===== src/rtl/pgsf_pkg.sv =====
package pgsf_pkg;

  // Opcode values; bit 2 set marks the direct-timing read category.
  localparam logic [7:0] OP_BUF_RD_LVL = 8'hA1;
  localparam logic [7:0] OP_BUF_RD_DIR = 8'hA5;
  localparam logic [7:0] OP_MEM_RD_LVL = 8'hB1;
  localparam logic [7:0] OP_MEM_RD_DIR = 8'hB5;
  localparam logic [7:0] OP_BUF_WR     = 8'hC3;

  typedef enum logic [2:0] {
    ST_IDLE,
    ST_OPCODE,
    ST_ADDR,
    ST_DUMMY,
    ST_RDATA,
    ST_WDATA,
    ST_DEAD
  } ctrlState_t;

  // Strobes from control to datapath, valid for one system clock.
  typedef struct packed {
    logic shiftIn;    // take mosi into the frame shifter
    logic latchAddr;  // last frame bit: load page and byte pointers
    logic readStep;   // falling serial edge during a read
    logic writeByte;  // eighth data bit: store byte into buffer
    logic memSel;     // read source is the main array
    logic quiet;      // deselected: clear output drive
  } strobe_t;

endpackage


===== src/rtl/pgsf_ctrl.sv =====
module pgsf_ctrl
  import pgsf_pkg::*;
#(
  parameter int OP_W       = 8,
  parameter int FRAME_W    = 24,
  parameter int DUMMY_BITS = 8,
  parameter int DATA_W     = 8
) (
  input  logic            clk,
  input  logic            rstN,
  input  logic            csN,
  input  logic            sclk,
  input  logic [OP_W-1:0] frameOp,
  input  logic            frameByteOk,
  output strobe_t         strb
);

  localparam int CNT_MAX = (FRAME_W > DUMMY_BITS) ? FRAME_W : DUMMY_BITS;
  localparam int CNT_W   = $clog2(CNT_MAX + 1);
  localparam logic [CNT_W-1:0] OP_LAST    = CNT_W'(OP_W - 1);
  localparam logic [CNT_W-1:0] ADDR_LAST  = CNT_W'(FRAME_W - 1);
  localparam logic [CNT_W-1:0] DUMMY_LAST = CNT_W'(DUMMY_BITS - 1);
  localparam logic [CNT_W-1:0] WBYTE_LAST = CNT_W'(DATA_W - 1);

  ctrlState_t       state, stateNxt;
  logic [CNT_W-1:0] cnt, cntNxt;
  logic             sclkPrev, csPrev;
  logic             isMem, isLvl, isWrite;
  logic             isMemNxt, isLvlNxt, isWriteNxt;
  logic             rise, fall, csFall;
  logic             opKnown, opMem, opLvl, opWr;

  assign rise   = sclk & ~sclkPrev;
  assign fall   = ~sclk & sclkPrev;
  assign csFall = ~csN & csPrev;

  always_comb begin
    opKnown = 1'b1;
    opMem   = 1'b0;
    opLvl   = 1'b0;
    opWr    = 1'b0;
    case (frameOp)
      OP_W'(OP_BUF_RD_LVL): opLvl = 1'b1;
      OP_W'(OP_BUF_RD_DIR): ;
      OP_W'(OP_MEM_RD_LVL): begin opMem = 1'b1; opLvl = 1'b1; end
      OP_W'(OP_MEM_RD_DIR): opMem = 1'b1;
      OP_W'(OP_BUF_WR):     opWr  = 1'b1;
      default:              opKnown = 1'b0;
    endcase
  end

  always_comb begin
    stateNxt    = state;
    cntNxt      = cnt;
    isMemNxt    = isMem;
    isLvlNxt    = isLvl;
    isWriteNxt  = isWrite;
    strb        = '0;
    strb.quiet  = csN;
    strb.memSel = isMem;
    if (csN) begin
      stateNxt = ST_IDLE;
      cntNxt   = '0;
    end else begin
      case (state)
        ST_IDLE: begin
          if (csFall) begin
            stateNxt = ST_OPCODE;
            cntNxt   = '0;
          end
        end
        ST_OPCODE: begin
          if (rise) begin
            strb.shiftIn = 1'b1;
            cntNxt       = cnt + 1'b1;
            if (cnt == OP_LAST) begin
              cntNxt     = '0;
              isMemNxt   = opMem;
              isLvlNxt   = opLvl;
              isWriteNxt = opWr;
              stateNxt   = opKnown ? ST_ADDR : ST_DEAD;
            end
          end
        end
        ST_ADDR: begin
          if (rise) begin
            strb.shiftIn = 1'b1;
            cntNxt       = cnt + 1'b1;
            if (cnt == ADDR_LAST) begin
              cntNxt = '0;
              if (!frameByteOk) begin
                stateNxt = ST_DEAD;
              end else begin
                strb.latchAddr = 1'b1;
                if (isWrite)    stateNxt = ST_WDATA;
                else if (isLvl) stateNxt = ST_DUMMY;
                else            stateNxt = ST_RDATA;
              end
            end
          end
        end
        ST_DUMMY: begin
          if (rise) begin
            cntNxt = cnt + 1'b1;
            if (cnt == DUMMY_LAST) begin
              cntNxt   = '0;
              stateNxt = ST_RDATA;
            end
          end
        end
        ST_RDATA: begin
          if (fall) strb.readStep = 1'b1;
        end
        ST_WDATA: begin
          if (rise) begin
            strb.shiftIn = 1'b1;
            cntNxt       = cnt + 1'b1;
            if (cnt == WBYTE_LAST) begin
              cntNxt         = '0;
              strb.writeByte = 1'b1;
            end
          end
        end
        default: ;
      endcase
    end
  end

  always_ff @(posedge clk or negedge rstN) begin
    if (!rstN) begin
      state    <= ST_IDLE;
      cnt      <= '0;
      sclkPrev <= 1'b0;
      csPrev   <= 1'b0;
      isMem    <= 1'b0;
      isLvl    <= 1'b0;
      isWrite  <= 1'b0;
    end else begin
      state    <= stateNxt;
      cnt      <= cntNxt;
      sclkPrev <= sclk;
      csPrev   <= csN;
      isMem    <= isMemNxt;
      isLvl    <= isLvlNxt;
      isWrite  <= isWriteNxt;
    end
  end

endmodule


===== src/rtl/pgsf_dpath.sv =====
module pgsf_dpath
  import pgsf_pkg::*;
#(
  parameter int PAGE_BYTES = 264,
  parameter int BYTE_AW    = 9,
  parameter int PAGE_AW    = 10,
  parameter int FRAME_W    = 24,
  parameter int OP_W       = 8,
  parameter int BLK_SHIFT  = 3,
  parameter int DATA_W     = 8
) (
  input  logic            clk,
  input  logic            rstN,
  input  logic            mosi,
  input  strobe_t         strb,
  output logic [OP_W-1:0] frameOp,
  output logic            frameByteOk,
  output logic            miso,
  output logic            misoOe
);

  localparam logic [BYTE_AW-1:0] LAST_BYTE = BYTE_AW'(PAGE_BYTES - 1);
  localparam int BIT_W = $clog2(DATA_W);

  logic [FRAME_W-1:0] sh, frameNxt;
  logic [BYTE_AW-1:0] byteAddr, nextByte;
  logic [PAGE_AW-1:0] pageAddr, pageRot;
  logic [DATA_W-1:0]  outShift, srcByte, memByte;
  logic [BIT_W-1:0]   outCnt;
  logic [DATA_W-1:0]  bufMem [PAGE_BYTES];

  assign frameNxt    = {sh[FRAME_W-2:0], mosi};
  assign frameOp     = frameNxt[OP_W-1:0];
  assign frameByteOk = (frameNxt[BYTE_AW-1:0] <= LAST_BYTE);
  assign nextByte    = (byteAddr == LAST_BYTE) ? '0 : byteAddr + 1'b1;

  // Behavioural main array: content folds block and in-block page indices.
  generate
    if (BLK_SHIFT > 0) begin : g_rot
      assign pageRot = {pageAddr[BLK_SHIFT-1:0], pageAddr[PAGE_AW-1:BLK_SHIFT]};
    end else begin : g_norot
      assign pageRot = pageAddr;
    end
  endgenerate

  assign memByte = byteAddr[DATA_W-1:0] ^ pageRot[DATA_W-1:0];
  assign srcByte = strb.memSel ? memByte : bufMem[byteAddr];

  always_ff @(posedge clk or negedge rstN) begin
    if (!rstN) begin
      sh       <= '0;
      byteAddr <= '0;
      pageAddr <= '0;
      outShift <= '0;
      outCnt   <= '0;
      miso     <= 1'b0;
      misoOe   <= 1'b0;
    end else begin
      if (strb.shiftIn) sh <= frameNxt;
      if (strb.latchAddr) begin
        byteAddr <= frameNxt[BYTE_AW-1:0];
        pageAddr <= frameNxt[BYTE_AW +: PAGE_AW];
        outCnt   <= '0;
      end
      if (strb.readStep) begin
        misoOe <= 1'b1;
        outCnt <= outCnt + 1'b1;
        if (outCnt == '0) begin
          miso     <= srcByte[DATA_W-1];
          outShift <= {srcByte[DATA_W-2:0], 1'b0};
          byteAddr <= nextByte;
        end else begin
          miso     <= outShift[DATA_W-1];
          outShift <= {outShift[DATA_W-2:0], 1'b0};
        end
      end
      if (strb.writeByte) byteAddr <= nextByte;
      if (strb.quiet) begin
        miso   <= 1'b0;
        misoOe <= 1'b0;
      end
    end
  end

  always_ff @(posedge clk) begin
    if (strb.writeByte) bufMem[byteAddr] <= frameNxt[DATA_W-1:0];
  end

endmodule


===== src/rtl/pgsf_top.sv =====
module pgsf_top
  import pgsf_pkg::*;
#(
  parameter int PAGE_BYTES = 264,
  parameter int BYTE_AW    = 9,
  parameter int PAGE_AW    = 10,
  parameter int FRAME_W    = 24,
  parameter int OP_W       = 8,
  parameter int DUMMY_BITS = 8,
  parameter int BLK_SHIFT  = 3
) (
  input  logic clk,
  input  logic rstN,
  input  logic csN,
  input  logic sclk,
  input  logic mosi,
  output logic miso,
  output logic misoOe
);

  localparam int DATA_W = 8;

  strobe_t         strb;
  logic [OP_W-1:0] frameOp;
  logic            frameByteOk;

  pgsf_ctrl #(
    .OP_W(OP_W), .FRAME_W(FRAME_W), .DUMMY_BITS(DUMMY_BITS), .DATA_W(DATA_W)
  ) ctrl_i (
    .clk(clk), .rstN(rstN), .csN(csN), .sclk(sclk),
    .frameOp(frameOp), .frameByteOk(frameByteOk), .strb(strb)
  );

  pgsf_dpath #(
    .PAGE_BYTES(PAGE_BYTES), .BYTE_AW(BYTE_AW), .PAGE_AW(PAGE_AW),
    .FRAME_W(FRAME_W), .OP_W(OP_W), .BLK_SHIFT(BLK_SHIFT), .DATA_W(DATA_W)
  ) dpath_i (
    .clk(clk), .rstN(rstN), .mosi(mosi), .strb(strb),
    .frameOp(frameOp), .frameByteOk(frameByteOk),
    .miso(miso), .misoOe(misoOe)
  );

endmodule


===== config.mk =====
export PLATFORM = sky130hd
export DESIGN_NAME = pgsf_top
export DESIGN_NICKNAME = d
export VERILOG_FILES = /design/src/rtl/pgsf_pkg.sv /design/src/rtl/pgsf_ctrl.sv /design/src/rtl/pgsf_dpath.sv /design/src/rtl/pgsf_top.sv
export SDC_FILE = /design/constraint.sdc
export NUM_CORES = 2
export LEC_CHECK = 0
export CORE_MARGIN = 10
export CORE_UTILIZATION = 40
export DETAILED_ROUTE_END_ITERATION = 12
export GPL_TIMING_DRIVEN = 0
export PLACE_DENSITY_LB_ADDON = 0.05
export SLEW_MARGIN = 30
export SYNTH_ARGS = -nofsm -noshare
export SYNTH_HDL_FRONTEND = slang
export SYNTH_SLANG_ARGS = --single-unit

===== constraint.sdc =====
create_clock -name clk -period 12.59 [get_ports clk]
set_clock_uncertainty 0.2 [all_clocks]
set_input_delay 2.518 -clock clk [delete_from_list [all_inputs] [get_ports clk]]
set_output_delay 2.518 -clock clk [all_outputs]
set_load 0.05 [all_outputs]

---- Word level (Yosys, flattened, before mapping) ----
Memory sizes are Yosys's and may differ from the RTL's.
Cells that the tools add are included.
storage, ports and cells
  word-level logic and storage cells ...... 113
  register bits after elaboration ......... 63
  memories ................................ 1
  output and inout bits ................... 2
  input bits .............................. 5
  memory bits (writable) .................. 2112
memory list
  name            words  width  read ports  clocked after Yosys merged registers in  write ports  line              RTL
  dpath_i.bufMem  264    8      1           0                                        1            pgsf_dpath.sv:30  logic [DATA_W-1:0] bufMem [PAGE_BYTES];
operators by class
  eq/ne operators ......................... 21
  bitwise gates (word level) .............. 7
  multiplexer cells ....................... 52
  $add $sub $neg .......................... 3
  reduce and logical (&&, ||, !) cells .... 14
  $lt $le $gt $ge ......................... 1
operators with widths
  cell                                                    number
  two-way mux 9 bit                                       5
  two-way mux 3 bit                                       14
  equality test 8 bit (second input constant)             5
  two-way mux 5 bit                                       6
  != test 3 x 2 -> 1 bit (second input constant)          7
  two-way mux 1 bit                                       20
  two-way mux 8 bit                                       2
  one-hot mux 5 bit (3 select lines)                      1
  one-hot mux 3 bit (4 select lines)                      1
  adder 9 x 1 -> 9 bit (second input constant)            1
  equality test 9 bit (second input constant)             1
  less-or-equal comparator 9 bit (second input constant)  1
  AND reduction 4 bit                                     2
  AND reduction 8 bit                                     1
  XOR 8 bit                                               1
  equality test 3 x 2 -> 1 bit (second input constant)    2
  equality test 3 bit (second input constant)             2
  zero test 3 bit                                         2
  OR reduction 2 bit                                      3
  adder 5 x 1 -> 5 bit (second input constant)            1
  equality test 5 x 3 -> 1 bit (second input constant)    1
  equality test 5 bit (second input constant)             1
  nonzero test 5 bit                                      1
  OR reduction 5 bit                                      1
  11 further kinds                                        16

---- Depth between registers and ports, before layout ----
  depth after elaboration ................. 10
  mapped depth ............................ 13
  gate-level depth less buffers ........... 9

---- Modules after synthesis ----
A second synthesis with hierarchy kept.
unflattened totals
  cells, all modules ...................... 4181
  area, all modules ....................... 85487.0 µm²
by module, submodules not included
  module      instances  area each (µm²)  sequential area each (µm²)  cells each
  pgsf_dpath  1          84594.9          64597.0                     4077
  pgsf_ctrl   1          892.1            325.3                       104

---- Worst setup path before layout ----
OpenSTA, ideal clock, no wires.
  path kind ............................... register to register
  from .................................... register dpath_i.sh[5]
  to ...................................... register dpath_i.byteAddr[7]
  buffers on the path ..................... 2
  library setup time ...................... 145 ps
  slack ................................... 7290 ps
  data arrival time ....................... 4955 ps
  stages on the path, launching flop included .. 7
  cells stage by stage .................... dfrtp_1 o41ai_1 and4b_1 buf_2 buf_1 nand2_1 o211ai_1
on the way
  cells in the longest elaborated chain, start to end .. 10
RTL lines
  what                                line              RTL
  from (decl)                         pgsf_dpath.sv:25  logic [FRAME_W-1:0] sh, frameNxt;
  from (signal assigned)              pgsf_dpath.sv:59  if (strb.shiftIn) sh <= frameNxt;
  less-or-equal comparator 9 bit (*)  pgsf_dpath.sv:34  assign frameByteOk = (frameNxt[BYTE_AW-1:0] <= LAST_BYTE);
  two-way mux 1 bit (*)               pgsf_ctrl.sv:91   if (!frameByteOk) begin
  two-way mux 1 bit (*)               pgsf_ctrl.sv:89   if (cnt == ADDR_LAST) begin
  two-way mux 2 bit (*)               pgsf_ctrl.sv:86   if (rise) begin
  two-way mux 1 bit (*)               pgsf_ctrl.sv:65   case (state)
  two-way mux 4 bit (*)               pgsf_ctrl.sv:61   if (csN) begin
  two-way mux 9 bit (*)               pgsf_dpath.sv:60  if (strb.latchAddr) begin
  two-way mux 9 bit                   pgsf_dpath.sv:68  if (outCnt == '0) begin
  two-way mux 9 bit (*)               pgsf_dpath.sv:65  if (strb.readStep) begin
  two-way mux 9 bit (*)               pgsf_dpath.sv:77  if (strb.writeByte) byteAddr <= nextByte;
  to (signal assigned)                pgsf_dpath.sv:61  byteAddr <= frameNxt[BYTE_AW-1:0];
  to (signal assigned)                pgsf_dpath.sv:71  byteAddr <= nextByte;
  to (signal assigned)                pgsf_dpath.sv:77
  to (decl)                           pgsf_dpath.sv:26  logic [BYTE_AW-1:0] byteAddr, nextByte;
Every way passes the cells marked *; elsewhere a longest branch is shown, timed or not.
A chain may end at the register's enable or synchronous reset.

---- Worst setup path after layout ----
  from .................................... input port csN
  to ...................................... memory dpath_i.bufMem[235][1], enable pin
on the way
  cells in the longest elaborated chain, start to end .. 3
RTL lines
  what                                     line              RTL
  from (decl)                              pgsf_top.sv:14    input logic csN,
  two-way mux 4 bit                        pgsf_ctrl.sv:61
  two-way mux 1 bit                        pgsf_dpath.sv:86  if (strb.writeByte) bufMem[byteAddr] <= frameNxt[DATA_W-1:0];
  two-way mux 1 bit (implied by the code)  pgsf_dpath.sv:86
  to (decl)                                pgsf_dpath.sv:30
No other way between the ends.

==> qor.txt <==
CP Data Required Time - 12.88 ns
Max Cap Viol - 0
CP Max Fanout - 10
vias per std cell - 6.438
metal2 WL - 158,500 um
FF+latch count, synth - 2,172
Power Density - 168.6 nW/um^2
top cell type's share of synthesized area - 74.32%
Core Util, Final - 46.44%
Tot Pwr - 16.60 mW
dpl cells - 7,218
net count after synthesis - 4,323
Die H - 481.9 um
Worst Hold Slack - 0.2837 ns
fin worst setup slack - 4.969 ns
Top Layer Used - met5
count of final hold-check violations - 0
Post-synth EDFFs - 2,112
Crit Path Class - in -> reg
crit path DAT - 7.91 ns
Hold Path Depth - 2
Least-Margin Pin Slew - 1.215 ns
commonest non-fill, non-tap cells in the layout - edfxtp_1 (2,112), mux4_2 (434), mux2i_1 (273)
drt wl/cell - 47.73 um
Synth Cell Area - 85,330 sq um
Post-CTS Setup Bufs - 0
RSZ-0062 raised after global routing - no
crit start category - input pin
first-pass GRT wire length - 472,300 um
Synth Warn # - 0
Leakage - 29.97 nW
Final Non-Filler Cells - 7,657
Top FF cell, synth - edfxtp_1
nets - 4,642
CTS tree - yes
area growth from synthesis to layout - 15.42%
Clock Tree Buf Depth - 3
GP Congestion - 0.9750
fin. max-slew vios - 0
number of global-route vias before repair - 46,629
ys async rst share - 2.762%
Register Area - 64,950 sq um
Port Buf Inserts - 6
RR Endpoint - dpath_i.bufMem[28][1]
initial antenna violation count - 32
HP Class - reg -> reg
cell row count - 169
initial core utilization - 40.24%
dominant cell type by area after synthesis - edfxtp_1
Final Critical Period - 7.621 ns
Slew HR - 18.68%
post-synth cell types - 73
die footprint - 232,200 sq um
Worst Hold Launch - dpath_i.sh[17]
sequential area share after synthesis - 76.08%
number of CTS-inserted buffers - 231
Clock transition at path regs - 0.06 ns
Hold EP - dpath_i.pageAddr[9]
commonest non-fill, non-tap cell in the layout - edfxtp_1
Sinks on Clock Net - 2,172
RR Startpoint - dpath_i.byteAddr[1]
Ports - 7
Core Area - 212,100 sq um
GRT Resource Usage Total - 31.16%
worst vdd ir - 0.0001569 V
DR vias - 49,294
met3 WL - 37,860 um
grt ovf - 0
Reg2Reg Depth - 12
fmax - 131.2 MHz
multi-input logic area - 19,340 sq um
Clock Latency Late Sink - 0.90 ns
antenna-violating nets left - 0
Fill cells - 17,930
cells after synthesis - 4,311
Die X - 481.9 um
CTS root buffer - clkbuf_16
status - finished clean
CTS hold repair buffers - 0
R2R Setup Slk - 5.92 ns
CP endpoint kind - flip-flop
final wirelength - 365,400 um
H-tree depth - 4
dpl hpwl - 247,300 um
Final period util - 60.53%
largest cells by area after synthesis - edfxtp_1 (74%), mux4_2 (11%), mux2i_1 (3.2%)
largest net degree at the start of global routing - 85
# setup viols final - 0
met1 wire length - 146,700 um
drc violations - 0
dpl ws - 4.257 ns
DR iter-0 viols - 8,472
syn avg cell area - 19.79 sq um
share of layout cells above drive strength 1 - 25.10%
DR pass1 iterations - 8
Post-CTS Resized - 0
-- worst max-delay path, stage by stage --
cell and delay, ns:
clkdlybuf4s50_1 0.48, buf_2 0.26, nor3b_1 0.51, nand4_1 0.99
nor2_1 1.30, nand2_1 0.60, clkbuf_1 0.39, nor2_1 0.81
-- cells by family (layout without fill, tap and decap cells) --
group	after synthesis	in the layout	synth area share [%]
muxes	736	736	15.04
other	0	11	0
xor gates and xnor gates	10	10	0.1026
and+or+nand+nor	697	697	3.581
AOI/OAI and AO/OA	415	415	3.409
buffers and inverters	274	788	1.686
adders and majority gates	7	7	0.1026
DFF	2172	2172	76.08
-- layout make-up --
class,count,share of cell area [%]
plain buffers,260,1.491
clock buffers,302,6.306
repair buffers,86,1.879
inverters,14,0.05335
diodes,11,0.02795
well taps,2821,3.584
flip-flops and latches,2172,65.94
multi-input cells,1865,19.64
clock inverters,126,1.079
-- metrics by stage --
stage	setup TNS (ns)	instance area, sq um
6_report	0	98490
4_1_cts	0	98420
3_3_place_gp	-30.62	88920
2_1_floorplan	0	85330
5_1_grt	0	98470
3_5_place_dp	0	91140
-- flip-flops by register name, indices dropped and copies added (netlist names) --
name	count
dpath_i.bufMem	2112
dpath_i.sh	18
dpath_i.byteAddr	9
dpath_i.pageAddr	8
dpath_i.outShift	7
ctrl_i.cnt	5
ctrl_i.state	3
dpath_i.outCnt	3
ctrl_i.csPrev	1
ctrl_i.isLvl	1
ctrl_i.isMem	1
ctrl_i.isWrite	1
ctrl_i.sclkPrev	1
dpath_i.miso	1
dpath_i.misoOe	1
-- layer usage --
metal,GRT usage (%),vias to the layer above
met3,8.580,740
met4,15.58,16
met1,42.96,27056
met5,0.08283,-
met2,45.48,3071
li1,-,18411
-- power by group --
| group | internal [mW] | leakage, nW | total [mW] | switching, mW |
|---|---|---|---|---|
| logic | 0.454 | 6.50 | 1.63 | 1.18 |
| clock network | 3.78 | 3.56 | 6.70 | 2.92 |
| registers | 8.21 | 19.9 | 8.27 | 0.0662 |
-- cell usage after synthesis (7+ instances only) --
library cell,count
nand4_1,15
o221ai_1,9
nor3_1,13
nand3_1,53
o21ai_0,45
buf_6,16
nor2b_1,16
a22o_1,13
mux2_2,29
o2111ai_1,9
a21oi_1,50
a22oi_1,67
buf_1,10
nand2b_1,10
buf_2,85
o311ai_0,8
edfxtp_1,2112
o211ai_1,9
nor2_1,334
buf_4,49
mux4_2,434
a31oi_1,14
o22ai_1,80
inv_1,12
and3_1,11
mux2i_1,273
a211oi_1,20
xor2_1,8
a221oi_1,17
nand2_1,190
clkbuf_1,100
o31ai_1,9
dfrtp_1,60
nor4_1,13
ha_1,7
o22a_1,8
-- how the worst max path moves through the flow --
stage | slack [ns] | start | endpoint
after floorplan | 7.29 | dpath_i.sh[5] | dpath_i.byteAddr[7]
after global placement | -0.42 | mosi | ctrl_i.state[2]
after detailed placement | 4.26 | csN | dpath_i.bufMem[7][7]
after CTS | 5.16 | csN | dpath_i.bufMem[7][4]
after global routing | 5.06 | csN | dpath_i.bufMem[212][5]
final | 4.97 | csN | dpath_i.bufMem[235][1]
No activity file was read; power rests on OpenSTA's default activity.
